===== src/rtl/ivu_pkg.sv =====
package ivu_pkg;

    localparam int NUM_FLAGS  = 9;
    localparam int FLAG_IDX_W = $clog2(NUM_FLAGS);
    localparam int VEC_W      = $clog2(2 * NUM_FLAGS + 1);

    // Bit positions of the flags in the flag register; the order is the priority.
    localparam int F_SCAN_LO = 0;
    localparam int F_STOP    = 1;
    localparam int F_START   = 2;
    localparam int F_THRESH  = 3;
    localparam int F_SPAN    = 4;
    localparam int F_ST_A    = 5;
    localparam int F_ST_B    = 6;
    localparam int F_BASE    = 7;
    localparam int F_SCAN_HI = 8;

    typedef logic [NUM_FLAGS-1:0] flag_vec_t;

    typedef enum logic {
        REG_FLAGS  = 1'b0,
        REG_VECTOR = 1'b1
    } reg_sel_e;

    typedef enum logic [1:0] {
        TAP_THRESHOLD = 2'd0,
        TAP_BIT_RISE  = 2'd1
    } tap_mode_e;

    typedef struct packed {
        logic                  hit;
        logic [FLAG_IDX_W-1:0] idx;
    } prio_t;

    typedef struct packed {
        flag_vec_t sw_clr;
        flag_vec_t rd_clr;
    } clr_req_t;

    function automatic logic [VEC_W-1:0] encode_vector(input prio_t p);
        logic [VEC_W-1:0] code;
        code = '0;
        if (p.hit) begin
            code = VEC_W'((32'(p.idx) + 1) * 2);
        end
        return code;
    endfunction

    function automatic flag_vec_t idx_onehot(input prio_t p);
        flag_vec_t oh;
        oh = '0;
        if (p.hit) begin
            oh = flag_vec_t'(1) << p.idx;
        end
        return oh;
    endfunction

endpackage


===== src/rtl/ivu_event_front.sv =====
module ivu_event_front #(
    parameter int STATE_W  = 8,
    parameter int ST_BIT_A = 6,
    parameter int ST_BIT_B = 7
) (
    input  logic               clk,
    input  logic               rst,
    input  logic [7:0]         scan_out,
    input  logic [1:0]         scan_lo_sel,
    input  logic [1:0]         scan_hi_sel,
    input  logic               stop_in,
    input  logic               seq_start,
    input  logic [STATE_W-1:0] psm_state,
    output logic [1:0]         scan_ev,
    output logic               stop_ev,
    output logic               start_ev,
    output logic [1:0]         state_ev
);

    localparam int GROUPS    = 2;
    localparam int GROUP_LEN = 4;

    logic [GROUPS-1:0][1:0] grp_sel;
    assign grp_sel[0] = scan_lo_sel;
    assign grp_sel[1] = scan_hi_sel;

    // Selectable-output capture: one line of each group of four.
    for (genvar g = 0; g < GROUPS; g++) begin : g_scan_grp
        logic [GROUP_LEN-1:0] lines;
        assign lines      = scan_out[g*GROUP_LEN +: GROUP_LEN];
        assign scan_ev[g] = lines[grp_sel[g]];
    end

    // Rising-edge detection on the stop level.
    logic stop_q;
    always_ff @(posedge clk) begin
        if (rst) begin
            stop_q <= 1'b0;
        end else begin
            stop_q <= stop_in;
        end
    end
    assign stop_ev  = stop_in & ~stop_q;
    assign start_ev = seq_start;

    // Entry into a state carrying a watched bit.
    logic [1:0] watched;
    for (genvar w = 0; w < 2; w++) begin : g_watch
        localparam int WB = (w == 0) ? ST_BIT_A : ST_BIT_B;
        logic bit_q;
        assign watched[w] = psm_state[WB];
        always_ff @(posedge clk) begin
            if (rst) begin
                bit_q <= 1'b0;
            end else begin
                bit_q <= watched[w];
            end
        end
        assign state_ev[w] = watched[w] & ~bit_q;
    end

    logic unused_state;
    assign unused_state = ^psm_state;

endmodule


===== src/rtl/ivu_count_tap.sv =====
module ivu_count_tap #(
    parameter int                 CNT_W = 16,
    parameter ivu_pkg::tap_mode_e MODE  = ivu_pkg::TAP_BIT_RISE,
    localparam int                SEL_W = $clog2(CNT_W)
) (
    input  logic             clk,
    input  logic             rst,
    input  logic [CNT_W-1:0] cnt,
    input  logic [SEL_W-1:0] bit_sel,
    input  logic [CNT_W-1:0] thr_a,
    input  logic [CNT_W-1:0] thr_b,
    output logic             tap_ev
);

    logic [CNT_W-1:0] cnt_q;

    always_ff @(posedge clk) begin
        if (rst) begin
            cnt_q <= '0;
        end else begin
            cnt_q <= cnt;
        end
    end

    if (MODE == ivu_pkg::TAP_THRESHOLD) begin : g_thresh
        logic changed;
        logic match;
        assign changed = (cnt != cnt_q);
        assign match   = (cnt == thr_a) || (cnt == thr_b);
        assign tap_ev  = changed & match;
        logic unused_sel;
        assign unused_sel = ^bit_sel;
    end else begin : g_bit_rise
        assign tap_ev = cnt[bit_sel] & ~cnt_q[bit_sel];
        logic unused_thr;
        assign unused_thr = ^{thr_a, thr_b};
    end

endmodule


===== src/rtl/ivu_flag_bank.sv =====
module ivu_flag_bank
    import ivu_pkg::*;
(
    input  logic      clk,
    input  logic      rst,
    input  flag_vec_t set_ev,
    input  clr_req_t  clr_req,
    output flag_vec_t flags,
    output flag_vec_t clr_any
);

    assign clr_any = clr_req.sw_clr | clr_req.rd_clr;

    for (genvar i = 0; i < NUM_FLAGS; i++) begin : g_flag
        logic flag_q;
        always_ff @(posedge clk) begin
            if (rst) begin
                flag_q <= 1'b0;
            end else if (set_ev[i]) begin
                flag_q <= 1'b1;          // a new event outranks a clear
            end else if (clr_any[i]) begin
                flag_q <= 1'b0;
            end
        end
        assign flags[i] = flag_q;
    end

endmodule


===== src/rtl/ivu_prio_vec.sv =====
module ivu_prio_vec
    import ivu_pkg::*;
(
    input  flag_vec_t        flags,
    input  flag_vec_t        enables,
    output prio_t            winner,
    output logic [VEC_W-1:0] vec_code
);

    flag_vec_t pend;
    assign pend = flags & enables;

    always_comb begin
        winner = '0;
        for (int i = NUM_FLAGS - 1; i >= 0; i--) begin
            if (pend[i]) begin
                winner.hit = 1'b1;
                winner.idx = FLAG_IDX_W'(i);
            end
        end
    end

    assign vec_code = encode_vector(winner);

endmodule


===== src/rtl/scan_irq_vectorer.sv =====
module scan_irq_vectorer
    import ivu_pkg::*;
#(
    parameter int  CNT_W    = 16,
    parameter int  STATE_W  = 8,
    parameter int  DATA_W   = 16,
    parameter int  ST_BIT_A = 6,
    parameter int  ST_BIT_B = 7,
    localparam int SEL_W    = $clog2(CNT_W)
) (
    input  logic                 clk,
    input  logic                 rst,
    input  logic [7:0]           scan_out,
    input  logic [1:0]           scan_lo_sel,
    input  logic [1:0]           scan_hi_sel,
    input  logic                 stop_in,
    input  logic                 seq_start,
    input  logic [STATE_W-1:0]   psm_state,
    input  logic [CNT_W-1:0]     tick_cnt,
    input  logic [CNT_W-1:0]     thr_a,
    input  logic [CNT_W-1:0]     thr_b,
    input  logic [CNT_W-1:0]     span_cnt,
    input  logic [SEL_W-1:0]     span_sel,
    input  logic [CNT_W-1:0]     base_cnt,
    input  logic [SEL_W-1:0]     base_sel,
    input  logic [NUM_FLAGS-1:0] flag_en,
    input  logic                 gie,
    input  logic                 bus_addr,
    input  logic                 bus_rd,
    input  logic                 bus_wr,
    input  logic [DATA_W-1:0]    bus_wdata,
    output logic [DATA_W-1:0]    bus_rdata,
    output logic                 irq
);

    logic [1:0]       scan_ev;
    logic             stop_ev;
    logic             start_ev;
    logic [1:0]       state_ev;
    logic             thresh_ev;
    logic             span_ev;
    logic             base_ev;
    flag_vec_t        set_ev;
    flag_vec_t        flag_q;
    flag_vec_t        clr_vec;
    clr_req_t         clr_req;
    prio_t            winner;
    logic [VEC_W-1:0] vec_code;
    reg_sel_e         sel;

    ivu_event_front #(
        .STATE_W  (STATE_W),
        .ST_BIT_A (ST_BIT_A),
        .ST_BIT_B (ST_BIT_B)
    ) i_front (
        .clk         (clk),
        .rst         (rst),
        .scan_out    (scan_out),
        .scan_lo_sel (scan_lo_sel),
        .scan_hi_sel (scan_hi_sel),
        .stop_in     (stop_in),
        .seq_start   (seq_start),
        .psm_state   (psm_state),
        .scan_ev     (scan_ev),
        .stop_ev     (stop_ev),
        .start_ev    (start_ev),
        .state_ev    (state_ev)
    );

    ivu_count_tap #(.CNT_W(CNT_W), .MODE(TAP_THRESHOLD)) i_tap_thresh (
        .clk     (clk),
        .rst     (rst),
        .cnt     (tick_cnt),
        .bit_sel ('0),
        .thr_a   (thr_a),
        .thr_b   (thr_b),
        .tap_ev  (thresh_ev)
    );

    ivu_count_tap #(.CNT_W(CNT_W), .MODE(TAP_BIT_RISE)) i_tap_span (
        .clk     (clk),
        .rst     (rst),
        .cnt     (span_cnt),
        .bit_sel (span_sel),
        .thr_a   ('0),
        .thr_b   ('0),
        .tap_ev  (span_ev)
    );

    ivu_count_tap #(.CNT_W(CNT_W), .MODE(TAP_BIT_RISE)) i_tap_base (
        .clk     (clk),
        .rst     (rst),
        .cnt     (base_cnt),
        .bit_sel (base_sel),
        .thr_a   ('0),
        .thr_b   ('0),
        .tap_ev  (base_ev)
    );

    always_comb begin
        set_ev            = '0;
        set_ev[F_SCAN_LO] = scan_ev[0];
        set_ev[F_STOP]    = stop_ev;
        set_ev[F_START]   = start_ev;
        set_ev[F_THRESH]  = thresh_ev;
        set_ev[F_SPAN]    = span_ev;
        set_ev[F_ST_A]    = state_ev[0];
        set_ev[F_ST_B]    = state_ev[1];
        set_ev[F_BASE]    = base_ev;
        set_ev[F_SCAN_HI] = scan_ev[1];
    end

    assign sel = reg_sel_e'(bus_addr);

    always_comb begin
        clr_req = '0;
        if (bus_wr && sel == REG_FLAGS) begin
            clr_req.sw_clr = bus_wdata[NUM_FLAGS-1:0];
        end
        if (bus_rd && sel == REG_VECTOR) begin
            clr_req.rd_clr = idx_onehot(winner);
        end
    end

    ivu_flag_bank i_bank (
        .clk     (clk),
        .rst     (rst),
        .set_ev  (set_ev),
        .clr_req (clr_req),
        .flags   (flag_q),
        .clr_any (clr_vec)
    );

    ivu_prio_vec i_prio (
        .flags    (flag_q),
        .enables  (flag_en),
        .winner   (winner),
        .vec_code (vec_code)
    );

    always_comb begin
        unique case (sel)
            REG_FLAGS:  bus_rdata = DATA_W'(flag_q);
            REG_VECTOR: bus_rdata = DATA_W'(vec_code);
            default:    bus_rdata = '0;
        endcase
    end

    assign irq = gie & (|(flag_q & flag_en));

    logic unused_wdata;
    assign unused_wdata = ^bus_wdata;

endmodule


===== config.mk =====
export PLATFORM = sky130hd
export DESIGN_NAME = scan_irq_vectorer
export DESIGN_NICKNAME = d
export VERILOG_FILES = /design/src/rtl/ivu_pkg.sv /design/src/rtl/ivu_event_front.sv /design/src/rtl/ivu_count_tap.sv /design/src/rtl/ivu_flag_bank.sv /design/src/rtl/ivu_prio_vec.sv /design/src/rtl/scan_irq_vectorer.sv
export SDC_FILE = /design/constraint.sdc
export NUM_CORES = 1
export LEC_CHECK = 0
export ABC_CLOCK_PERIOD_IN_PS = 4500
export CAP_MARGIN = 20
export CORE_ASPECT_RATIO = 0.6
export CORE_UTILIZATION = 35
export CTS_BUF_LIST = sky130_fd_sc_hd__clkbuf_4 sky130_fd_sc_hd__clkbuf_8
export DETAILED_ROUTE_END_ITERATION = 7
export DONT_BUFFER_PORTS = 1
export SLEW_MARGIN = 15
export SYNTH_ARGS = -nofsm -noshare
export SYNTH_HDL_FRONTEND = slang
export SYNTH_SLANG_ARGS = --single-unit

===== constraint.sdc =====
create_clock -name clk -period 4.5 [get_ports clk]
set_input_delay 0.225 -clock clk [delete_from_list [all_inputs] [get_ports clk]]
set_output_delay 0.225 -clock clk [all_outputs]
set_load 0.01 [all_outputs]

# [Yosys cells after proc, flatten, opt, wreduce, memory -nomap -nowiden]
# Index checks and enable logic that the tools add are counted.
[op_classes] n_addsub=1 magnitude_cmp=4 n_eq_ne=3 shifts=1 n_mux=44 bitwise=15 n_reduce_logical=13
[ops] op="$mux 5" count=10
[ops] op="$eq 16x16->1" count=2
[ops] op="$pmux 16 s2" count=1
[ops] op="$mux 9" count=3
[ops] op="$mux 1" count=24
[ops] op="$reduce_bool 2->1" count=9
[ops] op="$bmux 1 s4" count=4
[ops] op="$ne 16x16->1" count=1
[ops] op="$lt 4x5->1 const B" count=2
[ops] op="$and 9x9->9" count=1
[ops] op="$or 9x9->9" count=1
[ops] op="$reduce_or 9->1" count=1
[ops] op="$shl 1x4->9 const A" count=1
[ops] op="$and 1x1->1" count=7
[ops] op="$lt 2x3->1 const B" count=2
[ops] op="$not 1->1" count=6
[ops] op="$add 4x1->4 const B" count=1
[ops] op="$bmux 1 s2" count=2
[ops] op="$logic_and 1x1->1" count=2
[ops] op="$logic_or 1x1->1" count=1
[totals] reg_bits=60 out_inout_bits=17 wordCells=96

# [Logic depth before layout (Yosys ltp)]
[logic_depth] depth_word=16 depth_mapped=10

# [Cells and area by module]
# Synthesis repeated with hierarchy kept, for this count alone.
[unflattened] cells_unflattened=392 area_unflattened_um2=3567.2
[modules_own_cells] mod="ivu_count_tap (i_tap_base ...)" n_inst=2 cells_per_inst=72 area_per_inst_um2=674.4 seq_area_each_um2=320.3
[modules_own_cells] mod="ivu_count_tap (i_tap_thresh)" n_inst=1 cells_per_inst=97 area_per_inst_um2=968.4 seq_area_each_um2=320.3
[modules_own_cells] mod="ivu_flag_bank" n_inst=1 cells_per_inst=55 area_per_inst_um2=495.5 seq_area_each_um2=180.2
[modules_own_cells] mod="scan_irq_vectorer" n_inst=1 cells_per_inst=50 area_per_inst_um2=341.6 seq_area_each_um2=0.0
[modules_own_cells] mod="ivu_prio_vec" n_inst=1 cells_per_inst=34 area_per_inst_um2=262.8 seq_area_each_um2=0.0
[modules_own_cells] mod="ivu_event_front" n_inst=1 cells_per_inst=12 area_per_inst_um2=150.1 seq_area_each_um2=60.1

# [Worst setup path after synthesis]
# OpenSTA, ideal clock, no wires.
[synth_path] path_type="register to output" from="reg i_bank.g_flag[6].flag_q" to="out bus_rdata[3]" arrival_ns=1.751 path_slack_ns=2.524 path_stages_with_launch=8 path_buffers=0 cell_sequence="dfxtp_1 -> nand2_1 -> a32o_1 -> a22oi_1 -> o21ai_0 -> ha_1 -> ha_1 -> o22ai_1"
[synth_between] elab_chain_len=11
[synth_lines] element="start, declared" line="ivu_flag_bank.sv:15" source="logic flag_q;"
[synth_lines] element="start signal, assigned" line="ivu_flag_bank.sv:18" source="flag_q <= 1'b0;"
[synth_lines] element="start signal, assigned" line="ivu_flag_bank.sv:20" source="flag_q <= 1'b1;"
[synth_lines] element="start signal, assigned" line="ivu_flag_bank.sv:22" source="flag_q <= 1'b0;"
[synth_lines] element="$and 9x9->9 *" line="ivu_prio_vec.sv:11" source="assign pend = flags & enables;"
[synth_lines] element="$mux 5 * (7 in series)" line="ivu_prio_vec.sv:16" source="if (pend[i]) begin"
[synth_lines] element="$add 4x1->4" line="ivu_pkg.sv:44" source="code = VEC_W'((32'(p.idx) + 1) * 2);"
[synth_lines] element="$mux 5 *" line="ivu_pkg.sv:43" source="if (p.hit) begin"
[synth_lines] element="$pmux 16 s2 *" line="scan_irq_vectorer.sv:142" source="unique case (sel)"
[synth_lines] element="end, declared" line="scan_irq_vectorer.sv:32" source="output logic [DATA_W-1:0] bus_rdata,"
# Mark *: on every way between the ends. The rest lies on a longest branch, timed or not. The select of a mux whose other input is x is not followed.

# [Worst setup path after layout]
# Ends and elaborated chain as after synthesis.

==> metrics.md <==
| Metric | Value |
|---|---|
| Worst Skew | `0.00677 ns` |
| CTS clk-pin slew, worst paths | `0.07 ns` |
| Leak Pwr | `1.41 nW` |
| Setup TNS | `0 ns` |
| Critical-path maximum fanout | `5` |
| Final WS setup | `1.77 ns` |
| # H-tree levels | `3` |
| Hold WS | `0.0157 ns` |
| Initial Utilization | `36.8%` |
| Met3 wire len | `789 um` |
| Post-Synthesis Cell Area | `3200 um2` |
| Post-Syn Instances | `363` |
| Vias in the first global route | `2732` |
| DR vias | `2762` |
| Sequential share of the synthesized area | `37.6%` |
| Final setup violating endpoints | `0` |
| Remaining global-route overflow | `0` |
| Drt wl/cell | `17.5 um` |
| Pre-antenna DRT Iters | `7` |
| Worst setup SP type | `register` |
| Yosys warnings | `0` |
| Area of the multi-input gates | `1850 um2` |
| Peak supply drop | `0.197 mV` |
| CP Class | `register to output pin` |
| Worst Path Required | `4.28 ns` |
| Global-route wire length before repair | `14300 um` |
| Status | `finished with violations` |
| Sequential power share | `44.9%` |
| Synth async-reset ratio | `0%` |
| PwrDens | `330 nW/um2` |
| DRT antenna net count | `0` |
| Detail Route met2 WL | `3970 um` |
| Crit path capture type | `output pin` |
| Register area | `1200 um2` |
| Die Y | `76.0 um` |
| Arrival time worst endpoint | `2.50 ns` |
| Prevailing post-synth register cell | `dfxtp_1` |
| Total core area | `8690 um2` |
| Layout cell share with drive strength beyond 1 | `5.13%` |
| DRT iter0 DRCs | `162` |
| DR DRC count | `18` |
| GRT Total Usage | `19.6%` |
| Period utilisation layout | `60.6%` |
| Mean Syn Cell Area | `8.80 um2` |
| CTS tree | `yes` |
| Clock Root Buffer | `clkbuf_8` |
| Routed WL | `9110 um` |
| Max-slew violations | `0` |
| # fillers | `839` |
| Failing checks | `DRC` |
| Nets | `550` |
| Largest net degree at the start of global routing | `54` |
| Postcts setup bufs | `0` |
| Combinational share of power | `17.0%` |
| DP HPWL | `6300 um` |
| Initial antenna violation count | `0` |
| Synth cell types | `44` |
| Worst-Margin Slew | `0.841 ns` |
| Die area | `9530 um2` |
| Flops & latches, synth | `60` |
| Max-slew headroom | `43.8%` |
| Clk Latency, worst-skew pair | `0.35 ns` |
| Post-Place Worst Slack | `2.16 ns` |
| Met1 WL | `4240 um` |
| Num ports | `158` |
| Max cap viols | `0` |
| Clk sinks | `60` |
| Clock power share | `38.0%` |
| GPL Wtd Cong | `0.849` |
| Top layer in use | `met4` |
| NetSw | `0.349 mW` |
| Drt via density | `5.29` |
| Die width | `125 um` |
| FMAX | `0.367 GHz` |
| Max clock buf depth | `2` |
| Hold Fails Final Rpt | `0` |
| RSZ-0062 raised after global routing | `no` |
| Int Power | `0.940 mW` |
| Hold Path Class | `primary input to register` |
| Num CTS Buffers | `9` |
| Total power | `1.29 mW` |
| Minimum clock period | `2.73 ns` |
| # rows | `26` |
| PortBufs | `0` |
| Area grow syn2layout | `22.2%` |
| Most frequent cells in the layout | `60 x dfxtp_1, 59 x nor2b_1, 48 x xnor2_1, 43 x dlygate4sd3_1, 21 x nand2_1` |
| Post-synth EDFFs | `0` |
| Leading cell type in the layout, fill and taps excluded | `dfxtp_1` |
| Sw Ratio | `27.1%` |
state kept, by name, summed over array words and instances (netlist names):
register / count
i_front.g_watch.bit_q: 2
i_tap_base.cnt_q: 16
i_front.stop_q: 1
i_bank.g_flag.flag_q: 9
i_tap_span.cnt_q: 16
i_tap_thresh.cnt_q: 16
power by group through the flow:
stage / logic, mW / registers (mW) / clock network, mW
global route: 0.243 / 0.582 / 0.531
global placement: 0.175 / 0.590 / 0
finish: 0.220 / 0.579 / 0.490
CTS: 0.218 / 0.579 / 0.512
floorplan: 0.163 / 0.587 / 0
detailed placement: 0.178 / 0.591 / 0
per-stage QoR:
step	utilization, %	instance area [um2]	std cells
final	45.0	3910	522
after detailed placement	37.4	3250	461
after global routing	44.9	3900	521
after floorplan	-	3220	369
after global placement	37.4	3250	461
after CTS	44.9	3900	521
critical path, cell delays in order (launching register included):
cell and delay, ns:
dfxtp_1 0.39, nand2_1 0.07, a32o_1 0.26, a22oi_1 0.22, o21ai_0 0.28, ha_1 0.32, ha_1 0.30, o22ai_1 0.31
final timing paths:
kind              slack, ns                              endpoint  depth (start not counted)                                 start
setup / recovery       1.77                          bus_rdata[3]                          7  i_bank.g_flag[6].flag_q$_SDFFE_PP0P_
hold / removal         0.02       i_tap_span.cnt_q[13]$_SDFF_PP0_                          1                          span_cnt[13]
setup reg to reg       2.28  i_bank.g_flag[8].flag_q$_SDFFE_PP0P_                         10  i_bank.g_flag[6].flag_q$_SDFFE_PP0P_
hold reg to reg        0.42  i_bank.g_flag[6].flag_q$_SDFFE_PP0P_                          1   i_front.g_watch[1].bit_q$_SDFF_PP0_
cells in the mapped netlist, drive strengths merged, types with 2 or more instances:
master	n	area [um2]
o21ai	13	65.1
nor4b	2	17.5
a22oi	3	22.5
o22ai	4	25.0
nand2	21	78.8
clkbuf	11	41.3
ha	5	62.6
a21oi	11	55.1
nand3	8	40.0
dfxtp	60	1200
o211ai	2	15.0
nand2b	15	93.8
or3b	2	17.5
nor3b	5	37.5
o221ai	4	35.0
nor2	15	56.3
buf	9	65.1
xnor2	48	420
nor4	4	25.0
o32ai	4	35.0
nor2b	59	369
mux4	2	45.0
a31oi	2	12.5
a2bb2oi	2	17.5
a22o	5	43.8
nand4	14	87.6
inv	15	56.3
a211oi	2	15.0
o21a	2	15.0
cell type report:
type / instances / area share, %
inverter: 15 / 1.44
clock buffer: 9 / 3.17
tap: 112 / 3.59
clock inverter: 7 / 1.95
timing repair buffer: 44 / 11.5
sequential: 60 / 30.8
multi-input combinational: 274 / 47.5
antenna: 1 / 0.0641
routing by layer:
metal / vias up / track usage [%]
met3: 12 / 8.01
met2: 127 / 28.7
li1: 1315 / -
met1: 1308 / 25.7
met5: - / 0
met4: 0 / 6.83
cells by family after synthesis:
kind of cell	count (synthesis)	synth area share, %
other	1	0.117
buffers and inverters	35	5.09
AOI/OAI and AO/OA	61	13.4
muxes	3	1.76
DFF	60	37.6
xor gates and xnor gates	48	13.2
and+or+nand+nor	150	26.9
adders and majority gates	5	1.96
what timing repair did:
action	CTS	global route
hold buffers	44	0
gates resized for setup	0	0
hold endpoints to repair	55	0
(Power assumes the default switching activity.)
